[config.mk]
export PLATFORM = sky130hd
export DESIGN_NAME = evcnt_unit
export DESIGN_NICKNAME = d
export VERILOG_FILES = /design/src/rtl/evcnt_pkg.sv /design/src/rtl/evcnt_regdec.sv /design/src/rtl/evcnt_w1mask.sv /design/src/rtl/evcnt_counter.sv /design/src/rtl/evcnt_unit.sv
export SDC_FILE = /design/constraint.sdc
export NUM_CORES = 2
export LEC_CHECK = 0
export ABC_AREA = 0
export BUFFER_PORTS_ARGS = -buffer_cell sky130_fd_sc_hd__buf_2
export CAP_MARGIN = 15
export CORE_MARGIN = 4
export CORE_UTILIZATION = 57
export CTS_CLUSTER_SIZE = 40
export DETAILED_ROUTE_END_ITERATION = 16
export PLACE_DENSITY = 0.79
export SKIP_CTS_REPAIR_TIMING = 1
export SLEW_MARGIN = 0
export SYNTH_ARGS = -nofsm -noshare
export SYNTH_HDL_FRONTEND = slang
export SYNTH_SLANG_ARGS = --single-unit
[constraint.sdc]
create_clock -name clk -period 4.89 [get_ports clk]
set_input_delay 1.2225 -clock clk [delete_from_list [all_inputs] [get_ports clk]]
set_output_delay 1.2225 -clock clk [all_outputs]
set_load 0.03 [all_outputs]
[src/rtl/evcnt_pkg.sv]
package evcnt_pkg;

  localparam int AW = 12;

  typedef enum logic [2:0] {
    RK_NONE,
    RK_CNT,
    RK_CTL,
    RK_TYP,
    RK_GCTL,
    RK_EN,
    RK_IE,
    RK_OV
  } rkind_e;

  localparam logic [AW-1:0] A_CNT  = 12'h000;
  localparam logic [AW-1:0] A_CTL  = 12'h100;
  localparam logic [AW-1:0] A_TYP  = 12'h200;
  localparam logic [AW-1:0] A_GCTL = 12'h400;
  localparam logic [AW-1:0] A_ENS  = 12'h410;
  localparam logic [AW-1:0] A_ENC  = 12'h418;
  localparam logic [AW-1:0] A_IES  = 12'h420;
  localparam logic [AW-1:0] A_IEC  = 12'h428;
  localparam logic [AW-1:0] A_OVS  = 12'h440;

  localparam int GC_EN_BIT  = 0;
  localparam int GC_RST_BIT = 1;

endpackage

[src/rtl/evcnt_regdec.sv]
module evcnt_regdec
  import evcnt_pkg::*;
#(
  parameter int NCNT = 8
) (
  input  logic [AW-1:0]           addr,
  input  logic                    wr_en,
  output rkind_e                  kind,
  output logic [$clog2(NCNT)-1:0] idx,
  output logic [NCNT-1:0]         cnt_we,
  output logic [NCNT-1:0]         ctl_we,
  output logic [NCNT-1:0]         typ_we,
  output logic                    gctl_we,
  output logic                    ens_we,
  output logic                    enc_we,
  output logic                    ies_we,
  output logic                    iec_we,
  output logic                    ovs_we
);
  localparam int IW  = $clog2(NCNT);
  localparam int LSB = IW + 3;

  logic aligned;
  logic in_range;

  assign aligned  = (addr[2:0] == 3'b000);
  assign idx      = addr[LSB-1:3];
  assign in_range = (int'(idx) < NCNT);

  always_comb begin
    kind = RK_NONE;
    if (aligned) begin
      if (addr[AW-1:LSB] == A_CNT[AW-1:LSB] && in_range)      kind = RK_CNT;
      else if (addr[AW-1:LSB] == A_CTL[AW-1:LSB] && in_range) kind = RK_CTL;
      else if (addr[AW-1:LSB] == A_TYP[AW-1:LSB] && in_range) kind = RK_TYP;
      else if (addr == A_GCTL)                                kind = RK_GCTL;
      else if (addr == A_ENS || addr == A_ENC)                kind = RK_EN;
      else if (addr == A_IES || addr == A_IEC)                kind = RK_IE;
      else if (addr == A_OVS)                                 kind = RK_OV;
    end
  end

  for (genvar n = 0; n < NCNT; n++) begin : g_we
    assign cnt_we[n] = wr_en && (kind == RK_CNT) && (idx == IW'(n));
    assign ctl_we[n] = wr_en && (kind == RK_CTL) && (idx == IW'(n));
    assign typ_we[n] = wr_en && (kind == RK_TYP) && (idx == IW'(n));
  end

  assign gctl_we = wr_en && aligned && (addr == A_GCTL);
  assign ens_we  = wr_en && aligned && (addr == A_ENS);
  assign enc_we  = wr_en && aligned && (addr == A_ENC);
  assign ies_we  = wr_en && aligned && (addr == A_IES);
  assign iec_we  = wr_en && aligned && (addr == A_IEC);
  assign ovs_we  = wr_en && aligned && (addr == A_OVS);

endmodule

[src/rtl/evcnt_w1mask.sv]
module evcnt_w1mask #(
  parameter int W = 8
) (
  input  logic         clk,
  input  logic         rst_n,
  input  logic         wipe,
  input  logic         set_we,
  input  logic         clr_we,
  input  logic [W-1:0] bits,
  output logic [W-1:0] q
);
  logic [W-1:0] set_m;
  logic [W-1:0] clr_m;

  assign set_m = set_we ? bits : '0;
  assign clr_m = clr_we ? bits : '0;

  always_ff @(posedge clk or negedge rst_n) begin
    if (!rst_n)    q <= '0;
    else if (wipe) q <= '0;
    else           q <= (q | set_m) & ~clr_m;
  end

endmodule

[src/rtl/evcnt_counter.sv]
module evcnt_counter #(
  parameter int CW = 64,
  parameter int SW = 8,
  parameter int TW = 8
) (
  input  logic            clk,
  input  logic            rst_n,
  input  logic            wipe,
  input  logic            run,
  input  logic [2**SW-1:0] ev,
  input  logic            load,
  input  logic            typ_we,
  input  logic            ctl_we,
  input  logic [CW-1:0]   wdata,
  output logic [CW-1:0]   cnt,
  output logic [SW-1:0]   sel,
  output logic [TW-1:0]   ctl,
  output logic            wrap
);
  logic ev_hit;
  logic step;

  // code zero is the free-running cycle count
  assign ev_hit = (sel == '0) ? 1'b1 : ev[sel];
  assign step   = run & ev_hit;
  assign wrap   = step & (&cnt) & ~load & ~wipe;

  always_ff @(posedge clk or negedge rst_n) begin
    if (!rst_n)    cnt <= '0;
    else if (wipe) cnt <= '0;
    else if (load) cnt <= wdata;
    else if (step) cnt <= cnt + 1'b1;
  end

  always_ff @(posedge clk or negedge rst_n) begin
    if (!rst_n) begin
      sel <= '0;
      ctl <= '0;
    end else begin
      if (typ_we) sel <= wdata[SW-1:0];
      if (ctl_we) ctl <= wdata[TW-1:0];
    end
  end

endmodule

[src/rtl/evcnt_unit.sv]
module evcnt_unit
  import evcnt_pkg::*;
#(
  parameter int NCNT = 8,
  parameter int CW   = 64,
  parameter int DW   = 64,
  parameter int SW   = 8,
  parameter int TW   = 8
) (
  input  logic              clk,
  input  logic              rst_n,
  input  logic              wr_en,
  input  logic [AW-1:0]     addr,
  input  logic [DW-1:0]     wdata,
  input  logic [2**SW-1:0]  events,
  output logic [DW-1:0]     rdata,
  output logic              irq
);
  localparam int IW = $clog2(NCNT);

  rkind_e                     kind;
  logic [IW-1:0]              idx;
  logic [NCNT-1:0]            cnt_we, ctl_we, typ_we;
  logic                       gctl_we, ens_we, enc_we, ies_we, iec_we, ovs_we;
  logic                       gen_en;
  logic                       sw_rst;
  logic [NCNT-1:0]            cnt_en, int_en, ovf, wrap;
  logic [NCNT-1:0][CW-1:0]    cnt_q;
  logic [NCNT-1:0][SW-1:0]    sel_q;
  logic [NCNT-1:0][TW-1:0]    ctl_q;
  logic [NCNT-1:0]            ov_ack;

  evcnt_regdec #(.NCNT(NCNT)) u_dec (
    .addr    (addr),
    .wr_en   (wr_en),
    .kind    (kind),
    .idx     (idx),
    .cnt_we  (cnt_we),
    .ctl_we  (ctl_we),
    .typ_we  (typ_we),
    .gctl_we (gctl_we),
    .ens_we  (ens_we),
    .enc_we  (enc_we),
    .ies_we  (ies_we),
    .iec_we  (iec_we),
    .ovs_we  (ovs_we)
  );

  assign sw_rst = gctl_we & wdata[GC_RST_BIT];

  always_ff @(posedge clk or negedge rst_n) begin
    if (!rst_n)       gen_en <= 1'b0;
    else if (gctl_we) gen_en <= wdata[GC_EN_BIT];
  end

  evcnt_w1mask #(.W(NCNT)) u_cnt_en (
    .clk    (clk),
    .rst_n  (rst_n),
    .wipe   (sw_rst),
    .set_we (ens_we),
    .clr_we (enc_we),
    .bits   (wdata[NCNT-1:0]),
    .q      (cnt_en)
  );

  evcnt_w1mask #(.W(NCNT)) u_int_en (
    .clk    (clk),
    .rst_n  (rst_n),
    .wipe   (sw_rst),
    .set_we (ies_we),
    .clr_we (iec_we),
    .bits   (wdata[NCNT-1:0]),
    .q      (int_en)
  );

  for (genvar n = 0; n < NCNT; n++) begin : g_cnt
    evcnt_counter #(.CW(CW), .SW(SW), .TW(TW)) u_cnt (
      .clk    (clk),
      .rst_n  (rst_n),
      .wipe   (sw_rst),
      .run    (gen_en & cnt_en[n]),
      .ev     (events),
      .load   (cnt_we[n]),
      .typ_we (typ_we[n]),
      .ctl_we (ctl_we[n]),
      .wdata  (wdata[CW-1:0]),
      .cnt    (cnt_q[n]),
      .sel    (sel_q[n]),
      .ctl    (ctl_q[n]),
      .wrap   (wrap[n])
    );
  end

  // a wrap at the same edge as its acknowledge keeps the bit set
  assign ov_ack = ovs_we ? wdata[NCNT-1:0] : '0;

  always_ff @(posedge clk or negedge rst_n) begin
    if (!rst_n)      ovf <= '0;
    else if (sw_rst) ovf <= '0;
    else             ovf <= (ovf & ~ov_ack) | wrap;
  end

  assign irq = |(ovf & int_en);

  always_comb begin
    unique case (kind)
      RK_CNT:  rdata = DW'(cnt_q[idx]);
      RK_CTL:  rdata = DW'(ctl_q[idx]);
      RK_TYP:  rdata = DW'(sel_q[idx]);
      RK_GCTL: rdata = DW'(gen_en);
      RK_EN:   rdata = DW'(cnt_en);
      RK_IE:   rdata = DW'(int_en);
      RK_OV:   rdata = DW'(ovf);
      default: rdata = '0;
    endcase
  end

endmodule

# Yosys cells after proc, flatten, opt, wreduce, memory -nomap -nowiden
# Index checks and enable logic that the tools add are counted.
word_totals:
  regBits: 665
  elab_cells: 262
  input_bits: 335
  output_inout_bits: 65
op_classes:
  add_sub_neg: 8
  muxes: 71
  bitwise_logic: 60
  eq_ne: 22
  reduce_logical: 64
  n_lt_le_gt_ge: 9
op_table:
  columns: ["op", "n"]
  rows:
  - ["$mux W64", 25]
  - ["$add A64 B1 Y64 const B", 8]
  - ["$reduce_and A64 Y1", 8]
  - ["$pmux W64 S7", 1]
  - ["$bmux W64 S3", 1]
  - ["$mux W8", 10]
  - ["$eq A12 B11 Y1 const B", 6]
  - ["$lt A8 B9 Y1 const B", 8]
  - ["$bmux W1 S8", 8]
  - ["$logic_not A8 Y1", 8]
  - ["$bmux W8 S3", 2]
  - ["$and A1 B1 Y1", 41]
  - ["$logic_and A1 B1 Y1", 34]
  - ["$and A8 B8 Y8", 4]
  - ["$eq A3 B3 Y1 const B", 8]
  - ["$mux W3", 8]
  - ["$not A8 Y8", 3]
  - ["$or A8 B8 Y8", 3]
  - ["$reduce_bool A3 Y1", 8]
  - ["$mux W1", 16]
  - ["$eq A3 B2 Y1 const B", 4]
  - ["$not A1 Y1", 9]
  - ["$reduce_or A8 Y1", 1]
  - ["$eq A3 B1 Y1 const B", 2]
  - ["other kinds (6)", 8]

# Depth between registers and ports, before layout
depth:
  word_depth: 17
  mapped_depth: 16
  ltp_nobuf: 9

# Modules after synthesis
# A second synthesis with hierarchy kept.
unflattened:
  cells_unflattened: 7079
  area_unflattened_um2: 67160.7
modules_own_cells:
  columns: ["mod", "cells_each", "area_each_um2", "instances", "seq_area_each_um2"]
  rows:
  - ["evcnt_counter (g_cnt[0].u_cnt ...)", 772, 7409.6, 7, 2001.9]
  - ["evcnt_counter (g_cnt[7].u_cnt)", 970, 8035.2, 1, 2001.9]
  - ["evcnt_unit", 561, 5901.9, 1, 225.2]
  - ["evcnt_w1mask", 27, 394.1, 2, 200.2]
  - ["evcnt_regdec", 90, 568.0, 1, 0.0]

# Worst setup path after synthesis
# OpenSTA, ideal clock, no wires.
synth_timing:
  path_type: "input to output"
  start: "input addr[3]"
  end: "output rdata[3]"
  path_buffers: 4
  arrival_ns: 4.019
  stages: 7
  required_time_ns: 3.668
  path_slack_ns: -0.351
  path_cell_list: "clkbuf_1 > buf_1 > buf_1 > buf_1 > mux4_2 > mux2i_1 > o21ai_0"
synth_between:
  elab_chain_cells: 11
  word_cells_on_any_way: 30
  cone_classes: "eq/ne (13); mux (15); reduce/logical (2)"
synth_rtl:
  columns: ["element", "line", "text"]
  rows:
  - ["from (decl)", "evcnt_unit.sv:13", "input logic [AW-1:0] addr,"]
  - ["$eq A12 B11 Y1, on equally long branches", "evcnt_regdec.sv:39, evcnt_regdec.sv:38", null]
  - ["$mux W3 / $logic_or A1 B1 Y1 (equally long branches)", "evcnt_regdec.sv:39, evcnt_regdec.sv:38", null]
  - ["$mux W3", "evcnt_regdec.sv:38", "else if (addr == A_IES || addr == A_IEC) kind = RK_IE;"]
  - ["$mux W3", "evcnt_regdec.sv:37", "else if (addr == A_ENS || addr == A_ENC) kind = RK_EN;"]
  - ["$mux W3", "evcnt_regdec.sv:36", "else if (addr == A_GCTL) kind = RK_GCTL;"]
  - ["$mux W3", "evcnt_regdec.sv:35", "else if (addr[AW-1:LSB] == A_TYP[AW-1:LSB] && in_range) kind = RK_TYP;"]
  - ["$mux W3", "evcnt_regdec.sv:34", "else if (addr[AW-1:LSB] == A_CTL[AW-1:LSB] && in_range) kind = RK_CTL;"]
  - ["$mux W3", "evcnt_regdec.sv:33", "if (addr[AW-1:LSB] == A_CNT[AW-1:LSB] && in_range) kind = RK_CNT;"]
  - ["$mux W3", "evcnt_regdec.sv:32", "if (aligned) begin"]
  - ["$eq A3 B3 Y1 (tied with other cells)", "evcnt_unit.sv:106", "unique case (kind)"]
  - ["$pmux W64 S7 *", "evcnt_unit.sv:106", null]
  - ["to (decl)", "evcnt_unit.sv:16", "output logic [DW-1:0] rdata,"]
# Mark *: on every way between the ends. The rest lies on a longest branch, timed or not. The select of a mux whose other input is x is not followed.

# Worst setup path after layout
layout_timing:
  start: "input addr[8]"
  end: "output rdata[7]"
layout_between:
  elab_chain_cells: 11
  word_cells_on_any_way: 27
  cone_classes: "eq/ne (15); mux (9); reduce/logical (3)"
layout_rtl:
  columns: ["element", "line"]
  rows:
  - ["$eq A12 B11 Y1, on equally long branches", "evcnt_regdec.sv:39, evcnt_regdec.sv:38"]
  - ["$mux W3 / $logic_or A1 B1 Y1 (equally long branches)", "evcnt_regdec.sv:39, evcnt_regdec.sv:38"]
  - ["$mux W3", "evcnt_regdec.sv:38"]
  - ["$mux W3", "evcnt_regdec.sv:37"]
  - ["$mux W3", "evcnt_regdec.sv:36"]
  - ["$mux W3", "evcnt_regdec.sv:35"]
  - ["$mux W3", "evcnt_regdec.sv:34"]
  - ["$mux W3 *", "evcnt_regdec.sv:33"]
  - ["$mux W3 *", "evcnt_regdec.sv:32"]
  - ["$eq A3 B3 Y1 (tied with other cells)", "evcnt_unit.sv:106"]
  - ["$pmux W64 S7 *", "evcnt_unit.sv:106"]
# Mark *: on every way between the ends. The rest lies on a longest branch, timed or not.

==> qor.yml <==
ys_warn_count: 0
cts_sinks: 665
setup_viol: 0
crit_chain: "buf_2, or4b_2, a2111oi_1, buf_4, o211ai_1, or2_4, buf_4, o21ai_1, clkbuf_4"
slowest_stage: "or4b_2"
antenna_found_initial: 23
dr.first_iter.drc_count: 10200
gp_congestion: 1.06
initial_core_util_pct: 57.7
drv_slew: 0
fin_crit_sh_pct: 99.1
hold_viol_final: 0
ys_ff_latch: 665
fp-row-count: 118
hpwl_um: 194000
hold_class: "reg2reg"
via_count: 60400
die_y_um: 333
final_nets: 6682
cap_viol_max_count: 0
dieArea_sq_um: 111000
clk_latency_ns: 0.65
synth-edff-count: 0
numCtsBuffers: 75
dr.pass1.iters: 8
cp-end-kind: "output pin"
status: "finished, final reports clean"
syn_area_sq_um: 60100
die_w_um: 333
setup-tns-final_ns: 0
htree_levels: 3
worstHoldEndpoint: "g_cnt[2].u_cnt.ctl[2]"
ys_types: 96
route.antenna.remaining_nets: 0
final_common_cell: "dfrtp_1"
worstMarginPinSlew_ns: 1.30
port-buffer-count: 399
num-fill-cells: 8283
max-vdd-ir-drop_mv: 0.270
wl_per_cell_um: 34.2
syn_inst: 6078
cts_root_buffer: "clkbuf_16"
vias_per_cell: 7.75
synth.avg_cell_area_sq_um: 9.89
grt_use_total_pct: 46.8
syn-num-nets: 6421
cts_tree: "done"
hold_slack_ns: 0.503
area_delta_synth_final_pct: 11.9
synth_seq_area_share_pct: 27.7
rsz0062_at_grt: "false"
slowest_delay_ns: 0.68
finalWirelength_um: 267000
grt_max_degree: 102
cellPowerDensity_nw_per_um2: 202
drive_gt1_share_pct: 27.0
holdPathStages: 1
cp.required_ns: 3.67
r2r_end: "g_cnt[1].u_cnt.cnt[32]"
worstRegToRegCells: 10
p_leak_nw: 24.6
yosys_most_used_dff: "dfrtp_1"
cp_data_arrival_time_ns: 3.62
ys_async_sr_fraction_pct: 100
path_class: "in2out"
cts.clk_slew.worst_paths_ns: 0.06
cp_max_fo: 9
fmax_mhz: 206
gr-total-overflow: 0
regToRegSetupSlack_ns: 0.11
io-pin-count: 400
skew_ns: 0.0311
fp.coreArea_sq_um: 104000
grt_pass1_wl_um: 388000
drcViolationCount: 0
clockBufferDepth: 3
start_kind: "primary input"
period_minus_slack_ns: 4.85
layout_common_cells: "dfrtp_1, mux4_2, o21ai_0, a21oi_1, buf_2"
r2r-start: "g_cnt[1].u_cnt.sel[0]"
hold_start: "g_cnt[2].u_cnt.ctl[2]"
relSlewSlack_pct: 13.4
grt_pass1_vias: 57900
cpMostUsedCell: "buf_4"
how the worst max path moves through the flow:
stage | start | end | slack, ns | depth (start not counted)
after floorplan | addr[3] | rdata[0] | -0.13 | 8
after global placement | addr[8] | rdata[7] | -0.25 | 9
after detailed placement | addr[8] | rdata[1] | -0.23 | 8
after CTS | addr[8] | rdata[1] | -0.23 | 8
after global routing | addr[8] | rdata[7] | 0.01 | 9
final | addr[8] | rdata[7] | 0.04 | 9
per-layer routing:
metal	track usage [%]	up-vias	part of all wire, %
li1	-	24100	-
met1	55.2	29200	32
met2	70.0	5540	43
met3	15.5	1600	14
met4	37.9	10	11
met5	0	-	0.027
registers in the layout, indices dropped and copies added, names as in the netlist:
signal           cells
g_cnt.u_cnt.sel     64
ovf                  8
u_cnt_en.q           8
u_int_en.q           8
g_cnt.u_cnt.cnt    512
gen_en               1
g_cnt.u_cnt.ctl     64
power breakdown:
part,internal (mW),total [mW],switching (mW)
combinational,0.781,1.91,1.12
sequential,5.59,5.73,0.138
clock,3.47,5.96,2.49
synth_stat cells, types with 19 or more instances:
cell type	number	area [sq um]
buf_2	94	470
clkbuf_1	332	1250
xor2_1	83	727
nor2_1	310	1160
mux2_2	149	1680
a31oi_1	51	319
a21oi_1	503	2520
nor4_1	115	719
and4_1	57	499
o21ai_0	556	2780
nor2b_1	41	257
buf_4	37	278
nand2b_1	35	219
o211ai_1	31	233
nand4_1	145	907
a211oi_1	34	255
buf_1	51	191
xnor2_1	324	2840
nand2_1	360	1350
and3_1	90	563
mux2i_1	334	3340
inv_1	92	345
nand3_1	262	1310
a22oi_1	84	631
or3_1	58	363
and2_1	45	282
mux4_2	621	14000
o221ai_1	19	166
nor3_1	177	886
buf_6	27	304
dfrtp_1	665	16600
or2_2	27	169
area by class of cell:
type,count,area (sq um),area share [%]
flip-flops and latches,665,16700,24.8
inverters,95,357,0.530
repair buffers,734,5290,7.87
clock inverters,27,368,0.547
clock buffers,110,2170,3.23
multi-input cells,4768,40600,60.4
diodes,18,45.0,0.0670
well taps,1380,1730,2.57
per-stage QoR:
step | area [sq um] | util (%) | std cells | setup WS, ns | power (mW)
after floorplan | 60100 | - | 6078 | -0.126 | 6.65
after global placement | 64600 | 62.1 | 7642 | -0.246 | 7.60
after detailed placement | 64600 | 62.1 | 7642 | -0.234 | 7.64
after CTS | 67200 | 64.5 | 7779 | -0.234 | 13.5
after global routing | 67200 | 64.6 | 7784 | 0.0146 | 13.9
final | 67200 | 64.6 | 7797 | 0.0444 | 13.6
kinds of logic after synthesis:
family / Yosys count / share of synthesized area, %
buffers and inverters: 645 / 4.97
and+or+nand+nor: 1807 / 15.6
adders and majority gates: 8 / 0.167
DFF: 665 / 27.7
AOI/OAI and AO/OA: 1438 / 13.9
xor gates and xnor gates: 407 / 5.93
muxes: 1108 / 31.7
critical path, delay by kind of cell:
kind / cells / cell delay [ns]
buf+inv: 4 / 0.73
simple gates: 2 / 0.99
compound gates: 3 / 0.68
No activity file was read; power rests on OpenSTA's default activity.
